**config.mk**
```make
export PLATFORM = sky130hd
export DESIGN_NAME = ide_bm_regs
export DESIGN_NICKNAME = d
export VERILOG_FILES = /design/src/rtl/ide_bm_pkg.sv /design/src/rtl/ide_bm_decode.sv /design/src/rtl/ide_bm_mode.sv /design/src/rtl/ide_bm_chan.sv /design/src/rtl/ide_bm_regs.sv
export SDC_FILE = /design/constraint.sdc
export NUM_CORES = 1
export LEC_CHECK = 0
export BUFFER_PORTS_ARGS = -buffer_cell sky130_fd_sc_hd__buf_4
export CAP_MARGIN = 15
export CORE_UTILIZATION = 30
export CTS_CLUSTER_SIZE = 28
export DETAILED_ROUTE_END_ITERATION = 6
export HOLD_SLACK_MARGIN = 0.02
export SKIP_CTS_REPAIR_TIMING = 1
export SLEW_MARGIN = 10
export SYNTH_ARGS = -nofsm -noshare
export SYNTH_HDL_FRONTEND = slang
export SYNTH_SLANG_ARGS = --single-unit
export TNS_END_PERCENT = 20
```
**constraint.sdc**
```tcl
create_clock -name clk_i -period 4.2 [get_ports clk_i]
set_input_delay 0.21 -clock clk_i [delete_from_list [all_inputs] [get_ports clk_i]]
set_output_delay 0.21 -clock clk_i [all_outputs]
set_load 0.005 [all_outputs]
```
**src/rtl/ide_bm_pkg.sv**
```systemverilog
package ide_bm_pkg;
  timeunit 1ns; timeprecision 1ps;

  localparam int NUM_CH     = 2;
  localparam int DESC_BYTES = 4;
  localparam int OFF_CMD    = 0;
  localparam int OFF_MODE   = 1;
  localparam int OFF_STAT   = 2;
  localparam int OFF_TIM    = 3;
  localparam int OFF_ADR    = 4;
  localparam int GRP_BYTES  = OFF_ADR + DESC_BYTES;
  localparam int WIN_BYTES  = NUM_CH * GRP_BYTES;
  localparam int WIN_AW     = $clog2(WIN_BYTES);
  localparam int LANES      = DESC_BYTES;

  // command bits
  localparam int CMD_START  = 0;
  localparam int CMD_DIR    = 3;
  // mode bits
  localparam int MODE_PEND_LSB = 2;
  localparam int MODE_BLK_LSB  = 4;
  // status bits
  localparam int ST_ACT      = 0;
  localparam int ST_ERR      = 1;
  localparam int ST_INT      = 2;
  localparam int ST_KEEP_LSB = 5;

  typedef enum logic [1:0] {
    SZ_BYTE = 2'd0,
    SZ_HALF = 2'd1,
    SZ_WORD = 2'd2,
    SZ_RSVD = 2'd3
  } acc_size_e;
endpackage

```
**src/rtl/ide_bm_decode.sv**
```systemverilog
module ide_bm_decode
  import ide_bm_pkg::*;
(
  input  logic [WIN_AW-1:0]               addr_i,
  input  logic [1:0]                      size_i,
  input  logic                            wr_i,
  input  logic [LANES*8-1:0]              wdata_i,
  output logic [WIN_BYTES-1:0]            we_o,
  output logic [WIN_BYTES-1:0][7:0]       wbyte_o,
  output logic [LANES-1:0]                lane_ok_o,
  output logic [LANES-1:0][WIN_AW-1:0]    lane_off_o
);
  timeunit 1ns; timeprecision 1ps;

  logic [WIN_AW-1:0] mask, base;
  logic              legal;

  always_comb begin
    legal = 1'b1;
    case (acc_size_e'(size_i))
      SZ_BYTE: mask = WIN_AW'(0);
      SZ_HALF: mask = WIN_AW'(1);
      SZ_WORD: mask = WIN_AW'(3);
      default: begin
        mask  = WIN_AW'(0);
        legal = 1'b0;
      end
    endcase
    base = addr_i & ~mask;
  end

  for (genvar o = 0; o < WIN_BYTES; o++) begin : g_byte
    localparam logic [WIN_AW-1:0] OFF = WIN_AW'(o);
    logic [1:0]         lane;
    logic [LANES*8-1:0] sh;
    assign lane       = 2'(OFF & mask);
    assign sh         = wdata_i >> {lane, 3'b000};
    assign wbyte_o[o] = sh[7:0];
    assign we_o[o]    = wr_i & legal & ((OFF & ~mask) == base);
  end

  for (genvar j = 0; j < LANES; j++) begin : g_lane
    assign lane_ok_o[j]  = legal && (WIN_AW'(j) <= mask);
    assign lane_off_o[j] = base | WIN_AW'(j);
  end
endmodule

```
**src/rtl/ide_bm_mode.sv**
```systemverilog
module ide_bm_mode
  import ide_bm_pkg::*;
(
  input  logic              clk_i,
  input  logic              rst_ni,
  input  logic              we_i,
  input  logic [7:0]        wdata_i,
  input  logic [NUM_CH-1:0] req_i,
  output logic [7:0]        mode_o,
  output logic              irq_o
);
  timeunit 1ns; timeprecision 1ps;

  logic [NUM_CH-1:0] pend_q, blk_q;

  always_ff @(posedge clk_i or negedge rst_ni) begin
    if (!rst_ni) begin
      pend_q <= '0;
      blk_q  <= '0;
    end else begin
      pend_q <= req_i;
      if (we_i) blk_q <= wdata_i[MODE_BLK_LSB +: NUM_CH];
    end
  end

  always_comb begin
    mode_o = '0;
    mode_o[MODE_PEND_LSB +: NUM_CH] = pend_q;
    mode_o[MODE_BLK_LSB  +: NUM_CH] = blk_q;
  end

  assign irq_o = |(pend_q & ~blk_q);

  logic unused_wbits;
  assign unused_wbits = ^{wdata_i[7:6], wdata_i[3:0]};


  pend_follow_chk: assert property (@(posedge clk_i) disable iff (!rst_ni)
    1'b1 |=> (pend_q == $past(req_i)));

  blk_load_chk: assert property (@(posedge clk_i) disable iff (!rst_ni)
    we_i |=> (blk_q == $past(wdata_i[MODE_BLK_LSB +: NUM_CH])));

  irq_block_chk: assert property (@(posedge clk_i) disable iff (!rst_ni)
    (&blk_q) |-> !irq_o);

  irq_src_chk: assert property (@(posedge clk_i) disable iff (!rst_ni)
    irq_o |-> (|pend_q));
endmodule

```
**src/rtl/ide_bm_chan.sv**
```systemverilog
module ide_bm_chan
  import ide_bm_pkg::*;
(
  input  logic                          clk_i,
  input  logic                          rst_ni,
  input  logic [GRP_BYTES-1:0]          we_i,
  input  logic [GRP_BYTES-1:0][7:0]     wbyte_i,
  input  logic [7:0]                    mode_i,
  input  logic                          active_i,
  input  logic                          err_i,
  input  logic                          int_i,
  output logic [GRP_BYTES-1:0][7:0]     rbyte_o,
  output logic                          start_o,
  output logic                          dir_o,
  output logic [7:0]                    timing_o,
  output logic [DESC_BYTES*8-1:0]       desc_o
);
  timeunit 1ns; timeprecision 1ps;

  logic                        start_q, dir_q, err_q, int_q;
  logic [1:0]                  keep_q;
  logic [7:0]                  tim_q;
  logic [DESC_BYTES-1:0][7:0]  desc_q;
  logic [7:0]                  st_w, cmd_w;
  logic                        clr_err, clr_int;

  assign st_w    = wbyte_i[OFF_STAT];
  assign cmd_w   = wbyte_i[OFF_CMD];
  assign clr_err = we_i[OFF_STAT] & st_w[ST_ERR];
  assign clr_int = we_i[OFF_STAT] & st_w[ST_INT];

  always_ff @(posedge clk_i or negedge rst_ni) begin
    if (!rst_ni) begin
      start_q <= 1'b0;
      dir_q   <= 1'b0;
      keep_q  <= '0;
      err_q   <= 1'b0;
      int_q   <= 1'b0;
      tim_q   <= '0;
    end else begin
      if (we_i[OFF_CMD]) begin
        start_q <= cmd_w[CMD_START];
        dir_q   <= cmd_w[CMD_DIR];
      end
      if (we_i[OFF_STAT]) keep_q <= st_w[ST_KEEP_LSB +: 2];
      // strobe beats a same-cycle clear
      err_q <= err_i | (err_q & ~clr_err);
      int_q <= int_i | (int_q & ~clr_int);
      if (we_i[OFF_TIM]) tim_q <= wbyte_i[OFF_TIM];
    end
  end

  for (genvar b = 0; b < DESC_BYTES; b++) begin : g_desc
    always_ff @(posedge clk_i or negedge rst_ni) begin
      if (!rst_ni)                desc_q[b] <= '0;
      else if (we_i[OFF_ADR + b]) desc_q[b] <= wbyte_i[OFF_ADR + b];
    end
  end

  always_comb begin
    rbyte_o = '0;
    rbyte_o[OFF_CMD][CMD_START]            = start_q;
    rbyte_o[OFF_CMD][CMD_DIR]              = dir_q;
    rbyte_o[OFF_MODE]                      = mode_i;
    rbyte_o[OFF_STAT][ST_ACT]              = active_i;
    rbyte_o[OFF_STAT][ST_ERR]              = err_q;
    rbyte_o[OFF_STAT][ST_INT]              = int_q;
    rbyte_o[OFF_STAT][ST_KEEP_LSB +: 2]    = keep_q;
    rbyte_o[OFF_TIM]                       = tim_q;
    for (int b = 0; b < DESC_BYTES; b++) rbyte_o[OFF_ADR + b] = desc_q[b];
  end

  assign start_o  = start_q;
  assign dir_o    = dir_q;
  assign timing_o = tim_q;
  assign desc_o   = desc_q;

  logic unused_wbits;
  assign unused_wbits = ^{wbyte_i[OFF_MODE], we_i[OFF_MODE], cmd_w[7:4], cmd_w[2:1],
                          st_w[7], st_w[4:3], st_w[0]};


  err_w1c_chk: assert property (@(posedge clk_i) disable iff (!rst_ni)
    (clr_err && !err_i) |=> !err_q);

  err_set_chk: assert property (@(posedge clk_i) disable iff (!rst_ni)
    err_i |=> err_q);

  int_w1c_chk: assert property (@(posedge clk_i) disable iff (!rst_ni)
    (clr_int && !int_i) |=> !int_q);

  keep_load_chk: assert property (@(posedge clk_i) disable iff (!rst_ni)
    we_i[OFF_STAT] |=> (keep_q == $past(st_w[ST_KEEP_LSB +: 2])));

  tim_hold_chk: assert property (@(posedge clk_i) disable iff (!rst_ni)
    !we_i[OFF_TIM] |=> $stable(tim_q));
endmodule

```
**src/rtl/ide_bm_regs.sv**
```systemverilog
module ide_bm_regs
  import ide_bm_pkg::*;
(
  input  logic        clk_i,
  input  logic        rst_ni,
  input  logic [3:0]  host_addr_i,
  input  logic [1:0]  host_size_i,
  input  logic        host_wr_i,
  input  logic [31:0] host_wdata_i,
  output logic [31:0] host_rdata_o,
  input  logic [1:0]  chan_irq_i,
  input  logic [1:0]  eng_active_i,
  input  logic [1:0]  eng_err_i,
  input  logic [1:0]  eng_int_i,
  output logic [1:0]  dma_start_o,
  output logic [1:0]  dma_dir_o,
  output logic [15:0] timing_o,
  output logic [63:0] desc_addr_o,
  output logic        irq_o
);
  timeunit 1ns; timeprecision 1ps;

  logic [WIN_BYTES-1:0]                     we_all;
  logic [WIN_BYTES-1:0][7:0]                wbyte_all;
  logic [WIN_BYTES-1:0][7:0]                rd_all;
  logic [LANES-1:0]                         lane_ok;
  logic [LANES-1:0][WIN_AW-1:0]             lane_off;
  logic [NUM_CH-1:0][GRP_BYTES-1:0][7:0]    ch_rbyte;
  logic [7:0]                               mode_q, mode_wdata;
  logic                                     mode_we;

  ide_bm_decode i_decode (
    .addr_i     (host_addr_i),
    .size_i     (host_size_i),
    .wr_i       (host_wr_i),
    .wdata_i    (host_wdata_i),
    .we_o       (we_all),
    .wbyte_o    (wbyte_all),
    .lane_ok_o  (lane_ok),
    .lane_off_o (lane_off)
  );

  // shared mode byte: either group's offset writes it
  assign mode_we    = we_all[OFF_MODE] | we_all[GRP_BYTES + OFF_MODE];
  assign mode_wdata = we_all[OFF_MODE] ? wbyte_all[OFF_MODE] : wbyte_all[GRP_BYTES + OFF_MODE];

  ide_bm_mode i_mode (
    .clk_i   (clk_i),
    .rst_ni  (rst_ni),
    .we_i    (mode_we),
    .wdata_i (mode_wdata),
    .req_i   (chan_irq_i),
    .mode_o  (mode_q),
    .irq_o   (irq_o)
  );

  for (genvar c = 0; c < NUM_CH; c++) begin : g_ch
    ide_bm_chan i_chan (
      .clk_i    (clk_i),
      .rst_ni   (rst_ni),
      .we_i     (we_all[c*GRP_BYTES +: GRP_BYTES]),
      .wbyte_i  (wbyte_all[c*GRP_BYTES +: GRP_BYTES]),
      .mode_i   (mode_q),
      .active_i (eng_active_i[c]),
      .err_i    (eng_err_i[c]),
      .int_i    (eng_int_i[c]),
      .rbyte_o  (ch_rbyte[c]),
      .start_o  (dma_start_o[c]),
      .dir_o    (dma_dir_o[c]),
      .timing_o (timing_o[c*8 +: 8]),
      .desc_o   (desc_addr_o[c*DESC_BYTES*8 +: DESC_BYTES*8])
    );
    assign rd_all[c*GRP_BYTES +: GRP_BYTES] = ch_rbyte[c];
  end

  for (genvar j = 0; j < LANES; j++) begin : g_rd
    assign host_rdata_o[j*8 +: 8] = lane_ok[j] ? rd_all[lane_off[j]] : 8'hFF;
  end


  mode_view_chk: assert property (@(posedge clk_i) disable iff (!rst_ni)
    rd_all[OFF_MODE] == rd_all[GRP_BYTES + OFF_MODE]);

  rsvd_fill_chk: assert property (@(posedge clk_i) disable iff (!rst_ni)
    (host_size_i == SZ_RSVD) |-> (host_rdata_o == 32'hFFFF_FFFF));
endmodule

```
Word level (Yosys, flattened, before mapping)

Index checks and enable logic that the tools add are counted.

Bitwise operators: 38
Equality and inequality tests: 17
Mux-type cells: 14
Reductions and logical operators: 8
Shift-type cells: 3
Magnitude comparators: 8

Operators by type and width:

| kind               | number |
|---|---|
| $mux 8             | 8 |
| $shr 32x5->8       | 2 |
| $bmux 8 s3         | 2 |
| $bmux 8 s4         | 1 |
| $eq 4x4->1         | 8 |
| $shr 32x4->8       | 1 |
| $and 1x1->1        | 25 |
| $lt 4x5->1 const B | 4 |
| $bmux 8 s2         | 1 |
| $eq 3x4->1         | 4 |
| $eq 2x4->1         | 2 |
| $le 1x4->1 const A | 2 |
| $le 2x4->1 const A | 2 |
| $or 1x1->1         | 5 |
| $and 4x4->4        | 1 |
| $eq 1x4->1         | 1 |
| $logic_and 1x1->1  | 4 |
| $logic_not 4->1    | 1 |
| $not 1->1          | 4 |
| $not 2->4          | 1 |
| $pmux 2 s2         | 1 |
| $reduce_or 3->1    | 1 |
| $and 2x2->2        | 1 |
| $eq 2x1->1 const B | 1 |
| 5 further kinds    | 5 |

Register bits: 96
Bits of input ports: 49
Logic and storage cells: 110
Output and inout port bits: 117

Logic depth before layout (Yosys ltp)

Gate-level depths: netlist of run 1.

Word-level depth: 10
Depth in mapped cells: 9
Mapped depth without buffers: 6

Modules after synthesis

Synthesis of run 1 repeated with hierarchy kept, for this count alone.

Cells, all modules: 1025
Area total of the unflattened synthesis: 10900.5 sq um

Modules (own cells, without submodules):

| module        | instances | seq. area each (sq um) | area an instance (sq um) | cells an instance |
|---|---|---|---|---|
| ide_bm_chan   | 2         | 1151.1                 | 2344.7                   | 162 |
| ide_bm_regs   | 1         | 0.0                    | 4539.4                   | 505 |
| ide_bm_decode | 1         | 0.0                    | 1501.4                   | 182 |
| ide_bm_mode   | 1         | 100.1                  | 170.2                    | 14 |

Worst setup path after synthesis of run 1

No wires, ideal clock.

Path kind: input to output
From: input host_size_i[0]
To: output host_rdata_o[0]
Slack: 2105 ps
Stages: 8
Arrival time: 1885 ps
Buffers on the path: 2
Path through: inv_1 > ha_1 > buf_6 > and2_4 > buf_6 > mux4_2 > a222oi_1 > a22oi_1

Longest elaborated chain between the ends: 7
Elaborated cells between the ends (all ways): 13

RTL lines:

| element                                         | line                | RTL |
|---|---|---|
| start: declaration                              | ide_bm_regs.sv:7    | `input logic [1:0] host_size_i,` |
| $eq 2x2->1 / $eq 2x1->1 (equally long branches) | ide_bm_decode.sv:20 | `case (acc_size_e'(size_i))` |
| $pmux 2 s2                                      | ide_bm_decode.sv:20 |  |
| $not 2->4                                       | --                  |  |
| $and 4x4->4                                     | ide_bm_decode.sv:29 | `base = addr_i & ~mask;` |
| $bmux 8 s4                                      | ide_bm_regs.sv:77   | `assign host_rdata_o[j*8 +: 8] = lane_ok[j] ? rd_all[lane_off[j]] : 8'hFF;` |
| $mux 8 (implied by the code)                    | ide_bm_regs.sv:77   |  |
| $mux 8 *                                        | ide_bm_regs.sv:77   |  |
| end: declaration                                | ide_bm_regs.sv:10   | `output logic [31:0] host_rdata_o,` |

Mark *: on every way between the ends. The rest lies on a longest branch, timed or not. The select of a mux whose other input is x is not followed.

Final worst setup path of run 1

Same ends and word-level chain as after synthesis.

==> results of run 1 <==
==> final cells by class <==
type	instances	area (µm²)
Timing Repair Buffer	173	1310
Multi-Input combinational cell	334	2840
Fill cell	1980	12400
Inverter	4	15.0
Clock buffer	15	268
Sequential cell	96	2400
Tap cell	265	332
==> cells in the mapped netlist, types with 2 or more instances <==
| library cell | n |
|---|---|
| o22a_1 | 3 |
| a22oi_1 | 2 |
| nor2b_1 | 3 |
| clkbuf_1 | 10 |
| dfrtp_1 | 96 |
| and3_1 | 4 |
| nor3_2 | 4 |
| buf_6 | 3 |
| nand3_1 | 7 |
| a211o_1 | 9 |
| buf_4 | 86 |
| nor4_4 | 2 |
| a32oi_1 | 3 |
| mux2i_1 | 58 |
| inv_1 | 4 |
| nor3b_1 | 2 |
| mux2_2 | 58 |
| nand2b_1 | 13 |
| o221a_2 | 2 |
| a21boi_0 | 2 |
| ha_1 | 3 |
| mux4_2 | 19 |
| a211oi_1 | 3 |
| nor2_1 | 34 |
| nand2_1 | 35 |
| a31oi_1 | 2 |
| a21oi_1 | 25 |
| a21o_1 | 4 |
| buf_2 | 14 |
| o21ai_0 | 21 |
==> cell families after synthesis <==
family                     Yosys count  share of synthesized area
muxes                              135                      0.275
AOI/OAI and AO/OA                   86                     0.0933
adders and majority gates            3                    0.00622
and+or+nand+nor                    110                     0.0939
buffers and inverters              118                      0.133
DFF                                 96                      0.398
==> report_power, final <==
group	internal [µW]	switching, µW
Combinational	751	547
Clock	432	340
Sequential	1190	279
==> how the worst min path moves through the flow <==
| stage | cells past startpoint | from | slack (ns) | end |
|---|---|---|---|---|
| after floorplan | 0 | rst_ni | -0.09 | g_ch[0].i_chan.desc_o[0] |
| after global placement | 1 | rst_ni | 0.29 | g_ch[0].i_chan.desc_o[20] |
| after detailed placement | 1 | rst_ni | 0.31 | g_ch[0].i_chan.desc_o[20] |
| after CTS | 1 | rst_ni | -0.06 | g_ch[0].i_chan.desc_o[20] |
| after global routing | 2 | eng_err_i[1] | 0.03 | g_ch[1].i_chan.err_q |
| final | 2 | eng_err_i[1] | 0.04 | g_ch[1].i_chan.err_q |
==> metrics by stage <==
step | instances | hold WS (ns)
3_5_place_dp | 869 | 0.313
6_report | 887 | 0.0393
2_1_floorplan | 548 | -0.0856
3_3_place_gp | 869 | 0.292
5_1_grt | 887 | 0.0335
4_1_cts | 884 | -0.0564
==> registers in the layout, summed over array words and instances (netlist names) <==
name,flops
g_ch.i_chan.keep_q,4
g_ch.i_chan.dir_o,2
i_mode.blk_q,2
i_mode.pend_q,2
g_ch.i_chan.err_q,2
g_ch.i_chan.desc_o,64
g_ch.i_chan.start_o,2
g_ch.i_chan.int_q,2
g_ch.i_chan.timing_o,16
==> layer usage <==
metal | wire length [µm] | vias to the layer above | track usage
met1 | 7920 | 2329 | 0.243
li1 | - | 2021 | -
met5 | 0 | - | 0
met2 | 10200 | 180 | 0.348
met3 | 1300 | 25 | 0.0370
met4 | 494 | 0 | 0.0745
==> impl_metrics.ini, run 1 <==
[setup_path]
worstSetupPathType = input port to output pin
cp_cell_sequence = buf_4 > inv_1 > ha_1 > and2_4 > mux4_2 > a222oi_1 > a22oi_1 > buf_4
r2r-start = g_ch[0].i_chan.desc_o[28]
rr_endpoint = g_ch[0].i_chan.desc_o[28]
timing.critical_path.buf_inv = 3
crit_path_max_fanout = 14
cpPeakStageDelay_ns = 0.68
cp-end-kind = output pin
cp_slowest_cell = a222oi_1
critPathTopFamily = compound AO/OA/AOI/OAI gates
cp.required_ns = 3.99
crit_top_cell = buf_4
worstSetupStartpoint = host_size_i[0]
arrival_ns = 2.90
path_depth = 8
rrSetupSlack_ns = 3.35
reg2regPathDepth = 1
crit_end = host_rdata_o[0]
start_kind = input port

[synthesis]
ys_async_sr_fraction = 1.00
ys.flop_type = dfrtp_1
synth.top_cell.area_share = 0.398
ys_seq_area_frac = 0.398
avgSynthCellArea_um2 = 11.0
synth_edf_count = 0
syn_area_um2 = 6040
yosysTopAreaCell = dfrtp_1
synth_cell_type_count = 47
synthCells = 548
ys_ff_latch = 96
synthTopCellsByArea = dfrtp_1 (40%), mux2_2 (11%), buf_4 (11%), mux2i_1 (9.6%), mux4_2 (7.1%)
synth_nets = 600
yosysWarnings = 0

[clock_network]
cts_buffers = 9
clock-sinks = 96
cts_max_level = 3
cts.path.max_buffers = 2
root_buffer = clkbuf_16
cts_tree = built
clock_latency_ns = 0.35
path_clk_slew_ns = 0.06

[floorplanning]
die-area_um2 = 20700
core_area_um2 = 19600
io_pins = 166
rows = 51
die_w_um = 144
start_util = 0.308
die_h_um = 144

[worst_hold_path]
hp-class = input port to flop

[power_and_ir_drop]
vdd_drop_max_mv = 0.209
powerDensity_nw_per_um2 = 494
p_leak_uw = 0.00323
power.total_uw = 3540

[timing]
clock.fmax_mhz = 322
hold_viol_final = 0
worst_slack_ns = 1.09
timing.setup.tns_ns = 0
layout_worst_path_cycle_share = 0.740
finClkSkew_ns = 0
min_period_ns = 3.11
slew_viol_final = 0
rsz0062_at_grt = false
setup_viol = 0
max_slew_margin = 0.313
tightest_slew_ns = 1.03

[run]
cap_violations = 0

[global_route]
grt_max_degree = 54
grt_usage = 0.200
antenna_found_initial = 0
grt_pass1_vias = 4706
grt-ovfl-total = 0
grt_pass1_wl_um = 29600

[finish]
fin_area_um2 = 7160
mostFrequentLayoutCells = buf_4 (170), dfrtp_1 (96), mux2i_1 (58), mux2_2 (58), nand2_1 (35)
layout_commonest_cell = buf_4
fin_util = 0.365
layout-drive-gt1-share = 0.432
diodes = 0
areaGrowthSynthToFinish_pct = 18.6
layout.nets = 670

[drt]
detail_route.wirelength_um = 20000
via_per_inst = 5.14
routedWlPerCell_um = 22.5
routed-via-count = 4555
drc = 0
drt_iter0_drc = 268
drtPass1Iterations = 4
antenna_left = 0

[place]
gp_congestion = 0.876
dpl_cell_area_um2 = 6850
dpl.hpwl_um = 15000
place_ws_ns = 1.17
port_buffers = 165

[outcome]
outcome = finished, final reports clean
Note: power is estimated with default switching activity, not from simulation.
==> inputs of run 2 (changes only) <==
==> constraint.sdc (replaced) <==
create_clock -name clk_i -period 3.2 [get_ports clk_i]
set_input_delay 0.16 -clock clk_i [delete_from_list [all_inputs] [get_ports clk_i]]
set_output_delay 0.16 -clock clk_i [all_outputs]
set_load 0.005 [all_outputs]
==> run 2 against run 1 <==
Net effect:
- sequential share of layout area is 0.66 points lower
- clock power is 49% higher
- cell count rose by 1.4%
- first-iteration DRC count shrank 6.0%
- non-clock buffer count is 11 higher
- wire length shrank 1.0%
- clock skew unchanged
- design area up 2.0%
- combinational power grew 32%
- register-to-register slack lost 1.0 ns
- worst setup slack lost 0.58 ns
- total power rose by 36%
==> impl_metrics.ini, run 2 (same netlist as run 1, synthesis figures left out) <==
[finish]
layout-drive-gt1-share = 0.438
fin_util = 0.373
areaGrowthSynthToFinish_pct = 21.0
mostFrequentLayoutCells = buf_4 (176), dfrtp_1 (96), mux2i_1 (58), mux2_2 (58), nand2_1 (35)
stdcell_count = 899
layout_commonest_cell = buf_4
layout.nets = 681
diodes = 0
largest_register_ffs = 64

[place]
gp_congestion = 0.896
dp_cells = 876
port_buffers = 165
dpl.hpwl_um = 15200
place_ws_ns = 0.538

[timing]
slew_viol_final = 0
max_slew_margin = 0.327
min_period_ns = 2.69
setup_viol = 0
worst_slack_ns = 0.507
hold_viol_final = 0
clock.fmax_mhz = 371
finClkSkew_ns = 0
rsz0062_at_grt = false
tightest_slew_ns = 1.00
timing.setup.tns_ns = 0
layout_worst_path_cycle_share = 0.842

[setup_path]
cp-end-kind = output pin
start_kind = input port
arrival_ns = 2.53
r2r-start = g_ch[0].i_chan.desc_o[28]
worstSetupPathType = input port to output pin
worstSetupStartpoint = host_size_i[0]
crit_path_max_fanout = 14
cp.required_ns = 3.04
rrSetupSlack_ns = 2.35

[global_route]
grt_pass1_wl_um = 29300
antenna_found_initial = 0
grt_pass1_vias = 4770
grt_max_degree = 54
grt_usage = 0.197
grt-ovfl-total = 0

[floorplanning]
die_h_um = 144
rows = 51
core_area_um2 = 19600
die_w_um = 144
io_pins = 166
start_util = 0.308
die-area_um2 = 20700

[run]
cap_violations = 0

[clock_network]
clock-sinks = 96
cts_max_level = 3
cts_buffers = 9
root_buffer = clkbuf_16
clock_latency_ns = 0.35
cts.path.max_buffers = 2
cts_tree = built
path_clk_slew_ns = 0.06

[drt]
drtPass1Iterations = 4
antenna_left = 0
via_per_inst = 5.09
drc = 0
detail_route.wirelength_um = 19800
drt_iter0_drc = 252
routedWlPerCell_um = 22.0
routed-via-count = 4576

[power_and_ir_drop]
vdd_drop_max_mv = 0.309
p_leak_uw = 0.00330
powerDensity_nw_per_um2 = 657

[worst_hold_path]
min_from = host_wdata_i[1]
hp-class = input port to flop

[outcome]
outcome = finished, final reports clean
## run 2: changes by cell type in the layout (fill, tap and decap cells not counted), sizes merged
cell and delta:
buf +7, dlygate4sd3 +4, clkbuf -3, bufinv +2
clkinvlp +1, inv +1
## run 2: layout make-up
type	count	area, µm²
clock inverters	4	76.3
multi-input cells	334	2830
flip-flops and latches	96	2400
fillers	1981	12300
inverters	4	15.0
repair buffers	184	1410
clock buffers	12	236
well taps	265	332
## run 2: worst max-delay path, stage by stage
cell and delay [ns]:
buf_4 0.09, inv_1 0.05, ha_1 0.31, and2_4 0.33
mux4_2 0.54, a222oi_1 0.66, a22oi_1 0.20, buf_4 0.18
## run 2: worst paths after layout
check | to | cells past startpoint
max in group asynchronous | g_ch[1].i_chan.desc_o[15] | 3
min in group asynchronous | g_ch[0].i_chan.desc_o[27] | 2
setup / recovery | host_rdata_o[0] | 8
hold / removal | g_ch[0].i_chan.desc_o[1] | 2
setup reg to reg | g_ch[0].i_chan.desc_o[28] | 1
hold reg to reg | g_ch[1].i_chan.int_q | 1
## run 2: power breakdown
part           switching (µW)  internal, µW
registers                 363          1560
clock network             463           688
logic                     725           996
## run 2: per-layer routing
layer,track usage,share of wire
met5,0,0
met4,0.0868,0.029
met3,0.0433,0.072
met2,0.337,0.50
met1,0.237,0.39
## run 2: through the flow
step	cell area [µm²]	hold WS, ns	power, µW
2_1_floorplan	6040	-0.136	3060
3_3_place_gp	6920	0.232	3620
3_5_place_dp	6920	0.243	3680
4_1_cts	7230	-0.142	4850
5_1_grt	7300	0.0832	5070
6_report	7300	0.0842	4790
==> inputs of run 3 (changes only) <==
==> constraint.sdc (replaced) <==
create_clock -name clk_i -period 2.25 [get_ports clk_i]
set_input_delay 0.1125 -clock clk_i [delete_from_list [all_inputs] [get_ports clk_i]]
set_output_delay 0.1125 -clock clk_i [all_outputs]
set_load 0.005 [all_outputs]
==> run 3 against run 2 <==
Net effect:
- worst setup slack lost 0.49 ns
- clock skew is the same
- global-route usage grew 0.18 points
- core utilization grew 1.3 points
- critical path type unchanged
==> impl_metrics.ini, run 3 (same netlist as run 1, synthesis figures left out) <==
[outcome]
outcome = finished, final reports clean

[finish]
areaGrowthSynthToFinish_pct = 25.1
mostFrequentLayoutCells = buf_4 (202), dfrtp_1 (96), mux2_2 (58), mux2i_1 (57), nand2_1 (35)
fin_area_um2 = 7550
largest_register_ffs = 64
layout-drive-gt1-share = 0.469
fin_util = 0.386
layout_commonest_cell = buf_4
diodes = 0
layout.nets = 712

[setup_path]
cp-end-kind = output pin
rrSetupSlack_ns = 1.39
arrival_ns = 2.12
start_kind = input port
worstSetupPathType = input port to output pin
crit_path_max_fanout = 5
cp.required_ns = 2.14

[clock_network]
path_clk_slew_ns = 0.07
cts_tree = built
cts_max_level = 3
root_buffer = clkbuf_16
clock_latency_ns = 0.35
cts.path.max_buffers = 2
cts_buffers = 9
clock-sinks = 96

[timing]
rsz0062_at_grt = true
layout_worst_path_cycle_share = 0.992
hold_viol_final = 0
max_slew_margin = 0.492
finClkSkew_ns = 0
tightest_slew_ns = 0.759
min_period_ns = 2.23
setup_viol = 0
clock.fmax_mhz = 448
slew_viol_final = 0

[power_and_ir_drop]
p_leak_uw = 0.00346
p_int_uw = 4510
powerDensity_nw_per_um2 = 896
p_seq_frac = 0.407
power_switching_uw = 2260
comb_power_share = 0.373
clkPwrFrac = 0.220
vdd_drop_max_mv = 0.388
sw_frac_of_total = 0.333

[place]
gp_congestion = 0.911
dpl_cell_area_um2 = 7190
dpl.hpwl_um = 15600
port_buffers = 165

[run]
cap_violations = 0

[worst_hold_path]
hp-class = input port to flop

[floorplanning]
die_w_um = 144
die-area_um2 = 20700
start_util = 0.308
core_area_um2 = 19600
rows = 51
io_pins = 166
die_h_um = 144

[global_route]
grt-ovfl-total = 0
grt_usage = 0.199
antenna_found_initial = 0
grt_max_degree = 50
grt_pass1_vias = 4846
grt_pass1_wl_um = 29800

[drt]
routedWlPerCell_um = 21.8
drc = 0
antenna_left = 0
routed-via-count = 4731
drtPass1Iterations = 5
drt_iter0_drc = 315
detail_route.wirelength_um = 20300
via_per_inst = 5.09
[run 3: cell count changes in the layout (fill, tap and decap cells not counted), sizes merged]
cell    delta
buf       +31
clkinv     +2
bufinv     -2
[run 3: final timing paths]
| check | to | depth (start not counted) | startpoint |
|---|---|---|---|
| setup / recovery | host_rdata_o[4] | 9 | host_size_i[0] |
| hold / removal | g_ch[1].i_chan.desc_o[6] | 2 | host_wdata_i[6] |
| setup reg to reg | g_ch[0].i_chan.desc_o[28] | 1 | g_ch[0].i_chan.desc_o[28] |
| hold reg to reg | g_ch[1].i_chan.int_q | 1 | g_ch[1].i_chan.int_q |
| max in group asynchronous | g_ch[1].i_chan.start_o | 3 | rst_ni |
| min in group asynchronous | g_ch[1].i_chan.timing_o[3] | 2 | rst_ni |
[run 3: worst max-delay path: stages]
cell	delay (ns)
buf_4	0.09
inv_1	0.05
ha_1	0.34
and2_4	0.19
buf_4	0.16
mux4_2	0.51
o21a_1	0.20
a221o_1	0.33
buf_4	0.14
[run 3: power groups by stage]
stage	Sequential [µW]	Clock (µW)	Combinational, µW
floorplan	2540	0	1820
global placement	2750	0	2490
detailed placement	2770	0	2540
CTS	2750	1510	2550
global route	2820	1590	2720
finish	2750	1490	2530
[run 3: layout make-up]
cell class	instances	area (µm²)
Clock buffer	12	256
Fill cell	1962	12000
Clock inverter	4	26.3
Timing Repair Buffer	215	1690
Inverter	4	15.0
Sequential cell	96	2400
Multi-Input combinational cell	334	2830
Tap cell	265	332
[run 3: metrics by stage]
stage               setup TNS [ns]  power (µW)  setup WS [ns]  std cells  hold WS [ns]
finish                           0        6770         0.0184        930        0.0409
global route               -0.0444        7130        -0.0254        930        0.0336
CTS                              0        6800         0.0391        923        -0.188
detailed placement               0        5310         0.0281        907         0.186
global placement                 0        5240        0.00167        907         0.169
floorplan                        0        4350          0.312        548        -0.183
[run 3: layer usage]
layer  vias up  share of wire  track usage
met4         0          0.028       0.0694
li1       2109              -            -
met5         -              0            0
met3        34          0.070       0.0433
met2       252           0.49        0.336
met1      2336           0.41        0.250
